### config.mk
export PLATFORM = sky130hd
export DESIGN_NAME = flash_erase_guard
export DESIGN_NICKNAME = d
export VERILOG_FILES = /design/src/rtl/flash_erase_guard.sv
export SDC_FILE = /design/constraint.sdc
export NUM_CORES = 1
export LEC_CHECK = 0
export BUFFER_PORTS_ARGS = -buffer_cell sky130_fd_sc_hd__buf_4
export CORE_UTILIZATION = 41
export CTS_BUF_LIST = sky130_fd_sc_hd__clkbuf_2
export DETAILED_ROUTE_END_ITERATION = 7
export MAX_ROUTING_LAYER = met4
export PLACE_DENSITY = 0.78
export SLEW_MARGIN = 20
export SYNTH_ARGS = -nofsm -noshare
export SYNTH_HDL_FRONTEND = slang
export SYNTH_SLANG_ARGS = --single-unit
export TNS_END_PERCENT = 1
### constraint.sdc
create_clock -name clk -period 1.9 [get_ports clk]
set_clock_uncertainty 0.05 [all_clocks]
set_input_delay 0.095 -clock clk [delete_from_list [all_inputs] [get_ports clk]]
set_output_delay 0.095 -clock clk [all_outputs]
set_load 0.01 [all_outputs]
### src/rtl/flash_erase_guard.sv
module flash_erase_guard #(
  parameter int AW = 8,
  parameter int DW = 8,
  parameter logic [AW-1:0] ERASE_REG = 8'h94,
  parameter logic [AW-1:0] CTRL_REG  = 8'hB2,
  parameter logic [AW-1:0] PAGE_REG  = 8'hB7,
  parameter logic [DW-1:0] MASS_KEY  = 8'hAA,
  parameter logic [DW-1:0] PAGE_KEY  = 8'h55,
  parameter int ARM_BIT = 1,
  parameter int RTE_BIT = 0,
  localparam int PW = DW - 1
) (
  input  logic          clk,
  input  logic          rst_n,
  input  logic          reg_we,
  input  logic [AW-1:0] reg_addr,
  input  logic [DW-1:0] reg_wdata,
  input  logic          dbg_en,
  input  logic          flash_done,
  output logic          mass_erase_o,
  output logic          page_erase_o,
  output logic [PW-1:0] page_addr_o,
  output logic          store_to_flash_o,
  output logic          busy_o
);

  logic          arm_q, pg_arm_q, rte_q, busy_q, mass_q, page_q;
  logic [PW-1:0] pg_q;

  wire trig_wr = reg_we && (reg_addr == ERASE_REG) && !busy_q;
  wire ctrl_wr = reg_we && (reg_addr == CTRL_REG);
  wire page_wr = reg_we && (reg_addr == PAGE_REG);
  wire key_m   = reg_wdata == MASS_KEY;
  wire key_p   = reg_wdata == PAGE_KEY;
  wire go_mass = trig_wr && key_m && arm_q && dbg_en;
  wire go_page = trig_wr && key_p && pg_arm_q;
  wire junk    = trig_wr && !key_m && !key_p;

  always_ff @(posedge clk) begin
    if (!rst_n) begin
      arm_q    <= 1'b0;
      pg_arm_q <= 1'b0;
      rte_q    <= 1'b0;
      busy_q   <= 1'b0;
      mass_q   <= 1'b0;
      page_q   <= 1'b0;
      pg_q     <= '0;
    end else begin
      mass_q <= go_mass;
      page_q <= go_page;

      if (ctrl_wr) begin
        arm_q <= reg_wdata[ARM_BIT];
        rte_q <= reg_wdata[RTE_BIT];
      end else if (go_mass || junk) begin
        arm_q <= 1'b0;
      end

      if (page_wr) begin
        pg_q     <= reg_wdata[DW-1:1];
        pg_arm_q <= 1'b1;
      end else if (go_page) begin
        pg_arm_q <= 1'b0;
      end

      if (go_mass || go_page) busy_q <= 1'b1;
      else if (flash_done)    busy_q <= 1'b0;
    end
  end

  assign mass_erase_o     = mass_q;
  assign page_erase_o     = page_q;
  assign page_addr_o      = pg_q;
  assign store_to_flash_o = rte_q;
  assign busy_o           = busy_q;

endmodule


; After elaboration in Yosys (flattened, before gate mapping)
; Index checks and enable logic that the tools add are counted.
[totals]
register_bits = 13
inputBits = 21
output_inout_bits = 11
[op_classes]
eq_ne = 5
mux = 6
reduce_logical = 19
[ops]
columns = cell, n
row1 = equality test 8 bit (second input constant), 4
row2 = logical AND 1 bit, 11
row3 = equality test 8 x 7 -> 1 bit (second input constant), 1
row4 = 2-to-1 mux 1 bit, 6
row5 = nonzero test 2 bit, 3
row6 = logical NOT 1 bit, 3
row7 = logical OR 1 bit, 2

; Depth between registers and ports, before layout
[depth]
word_depth = 9
ltp_mapped = 4

; Least setup slack after synthesis
; No wires, ideal clock.
[synth_timing]
path_kind = input -> register
startpoint = input reg_addr[0]
endpoint = register arm_q
arrival_time_ns = 1.236
path_slack_ns = 0.492
path_stages = 4
path_buffers = 0
path_cell_list = or4b_1 > nor3_2 > mux2_1 > o311a_1
[synth_via]
elab_chain_cells = 8
elab_cells_between_ends = 13
[synth_lines]
columns = element, line_no
row1 = from (decl), 16  ; input logic [AW-1:0] reg_addr,
row2 = equality test 8 bit, 30  ; wire trig_wr = reg_we && (reg_addr == ERASE_REG) && !busy_q;
row3 = logical AND 1 bit (2 in a row), 30
row4 = logical AND 1 bit (3 in a row), 35  ; wire go_mass = trig_wr && key_m && arm_q && dbg_en;
row5 = logical OR 1 bit, 55  ; end else if (go_mass || junk) begin
row6 = nonzero test 2 bit (no source line), -
row7 = to (signal assigned), 53  ; arm_q <= reg_wdata[ARM_BIT];
row8 = to (decl), 27  ; logic arm_q, pg_arm_q, rte_q, busy_q, mass_q, page_q;
; Parallel ways exist; a longest one is shown, timed or not.
; A chain may end at the register's enable or synchronous reset.

; Worst setup path in the final report
[layout_timing]
startpoint = register busy_q, in the netlist busy_o
endpoint = register arm_q
[layout_via]
elab_chain_cells = 7
elab_cells_between_ends = 9
[layout_lines]
columns = element, line_no
row1 = from (decl), 27
row2 = from (signal assigned), 44  ; busy_q <= 1'b0;
row3 = from (signal assigned), 66  ; if (go_mass || go_page) busy_q <= 1'b1;
row4 = from (signal assigned), 67  ; else if (flash_done) busy_q <= 1'b0;
row5 = logical NOT 1 bit (*), 30
row6 = logical AND 1 bit (*), 30
row7 = logical AND 1 bit (3 in a row), 35
row8 = logical OR 1 bit (*), 55
row9 = nonzero test 2 bit (no source line) (*), -
; Every way passes the cells marked *; elsewhere a longest branch is shown, timed or not.

==> impl_metrics.yaml <==
logic_synthesis:
  yosysTopAreaCellShare_pct: 43.9
  synthTopCellsByArea: "dfxtp_1, mux2i_1, nor2_1, or4bb_1, nor4bb_1"
  synth-edff-count: 0
  synth_cells: 59
  synthDistinctLibCells: 23
  yosys_most_used_dff: "dfxtp_1"
  ys_warn_count: 0
  postSynthNetCount: 80
  synth-seq-area-share_pct: 43.9
  syn_area_sq_um: 593
  syn_avg_cell_area_sq_um: 10.1
  synth_commonest_cells: "dfxtp_1, nor2_1, mux2i_1, nand2_1"
  ys_async_sr_fraction_pct: 0
  ys_ff_latch: 13
  yosysTopAreaCell: "dfxtp_1"
  yosysMostFrequentCell: "dfxtp_1"
floorplan:
  die_area_sq_mm: 0.00160
  fp-row-count: 13
  die_h_microns: 40.0
  die_w_microns: 40.0
  ios: 32
  core_area_sq_mm: 0.00132
  initial_core_util_pct: 45.0
placement:
  post-place-cells: 105
  place.gp.congestion: 0.741
  numPortBuffers: 31
drt:
  finalWirelength_microns: 1330
  avgViaCountPerCell: 5.25
  wl_per_cell_microns: 12.2
  drt_first_iter_violations: 2
  drc_errors: 0
  ant_nets: 0
  drt_first_pass_iters: 2
  vias: 572
clock_tree:
  cts_buffer_depth: 2
  cts_sinks: 13
  cts_hold_buf: 0
  tritoncts: "done"
  cts_setup_buffers: 0
  clk_pin_slew_worst_paths_ps: 120
  clk_latency_ps: 260
  cts-root-buf: "clkbuf_2"
  cts_buffers: 3
  ctsHtreeMaxLevel: 1
  post_cts_resized: 0
timing:
  maxClockFrequency_mhz: 680
  rsz0062_at_grt: "no"
  hold_viol_final: 0
  layout_min_cycle_time_ps: 1470
  maxSlewViolCount: 0
  tightest_slew_ps: 476
  max_slew_margin_pct: 67.8
  post-route-period-util_pct: 77.4
  setup_viol: 0
  tns_ps: 0
final_layout:
  num-fill-cells: 128
  area_growth_pct: 45.8
  final_net_count: 116
  n_antenna_cell: 0
  drive_gt1_share_pct: 39.4
  fin_cells: 109
setup_path:
  worstPathRequired_ps: 2010
  critPathMaxFanout: 3
  worstPathArrival_ps: 1580
  critical_path.max_stage_delay_ps: 480
  crit_type: "reg2reg"
  startpoint_type: "register"
  end_kind: "register"
  worstPathCellList: "nor4b_1 > nand3_1 > o311a_1"
  crit_slowest_cell: "nor4b_1"
global_route:
  grt_pass1_wl_microns: 2100
  grt_pass1_vias: 511
  antenna_found_initial: 0
  grt_overflow_total: 0
  grt_max_degree: 9
  grt.total_usage_pct: 20.1
hold_path:
  hold_class: "in2reg"
power:
  power_density_mw_per_mm2: 543
  power.leakage_nw: 0.367
  vdd_drop_max_mv: 0.336
outcome:
  status: "complete, no violations"
job:
  drv_cap: 0
## cells by family (layout without fill, tap and decap cells)
group	Yosys count	after routing	synth area share [%]
and+or+nand+nor	31	31	34.0
muxes	9	9	15.4
AOI/OAI and AO/OA	5	5	6.12
DFF	13	13	43.9
buffers and inverters	1	36	0.632
## worst max-delay path: cells and delay by family (launching register included)
kind               cells  cell delay (ps)
and+or+nand+nor        2              620
AOI/OAI and AO/OA      1              360
DFF                    1              340
## worst paths after layout
check / startpoint / end / slack (ps) / cells after the start
hold / removal: flash_done / busy_o / 30 / 3
setup / recovery: busy_o / arm_q / 430 / 3
setup reg to reg: busy_o / arm_q / 430 / 3
hold reg to reg: pg_arm_q / page_erase_o / 400 / 2
## report_power, final
part	internal, mW	switching (mW)	total, mW
combinational	0.0346	0.0229	0.0575
sequential	0.273	0.000154	0.273
clock	0.0559	0.0828	0.139
## registers in the layout, indices dropped and copies added, names as in the netlist
register / flops
store_to_flash_o: 1
busy_o: 1
page_addr_o: 7
page_erase_o: 1
mass_erase_o: 1
arm_q: 1
pg_arm_q: 1
## metrics by stage
step           setup slack, ps  cell area (sq um)  utilization (%)  hold WS (ps)  total power [mW]
3_3_place_gp               343                845             64.1           296             0.335
3_5_place_dp               348                845             64.1           311             0.337
6_report                   430                865             65.6          27.2             0.469
5_1_grt                    322                865             65.6          15.6             0.491
4_1_cts                    406                865             65.6          23.2             0.475
2_1_floorplan              492                593                -           176             0.294
## layer usage
layer / track usage, % / share of wire (%) / vias up
li1: - / - / 288
met2: 38.3 / 54 / 24
met5: - / 0 / -
met4: 5.17 / 0.83 / 0
met1: 19.8 / 38 / 258
met3: 5.00 / 7.0 / 2
## final cells by class
| class | instances | area [sq um] | share of cell area [%] |
|---|---|---|---|
| Multi-Input combinational cell | 45 | 329 | 38.1 |
| Clock buffer | 4 | 20.0 | 2.32 |
| Timing Repair Buffer | 31 | 233 | 26.9 |
| Tap cell | 15 | 18.8 | 2.17 |
| Sequential cell | 13 | 260 | 30.1 |
| Inverter | 1 | 3.75 | 0.434 |
## cell usage in the layout, fill, tap and decap left out
| master | instances |
|---|---|
| nor4b_1 | 1 |
| nand4b_1 | 1 |
| nand4_1 | 2 |
| mux2i_1 | 8 |
| nor3b_1 | 1 |
| nand3_1 | 1 |
| nand2_1 | 3 |
| dfxtp_1 | 13 |
| o21ai_1 | 1 |
| a41oi_1 | 1 |
| o311a_1 | 1 |
| nor3_2 | 1 |
| nor3_4 | 1 |
| and3b_1 | 1 |
| nor4bb_1 | 2 |
| nor2_1 | 12 |
| inv_1 | 1 |
| o21ai_0 | 1 |
| or4b_1 | 1 |
| or4bb_1 | 2 |
| mux2_1 | 1 |
| clkbuf_2 | 4 |
| a21boi_0 | 1 |
| buf_4 | 31 |
| nand3b_1 | 2 |
Power figures use the tool's default switching activity.
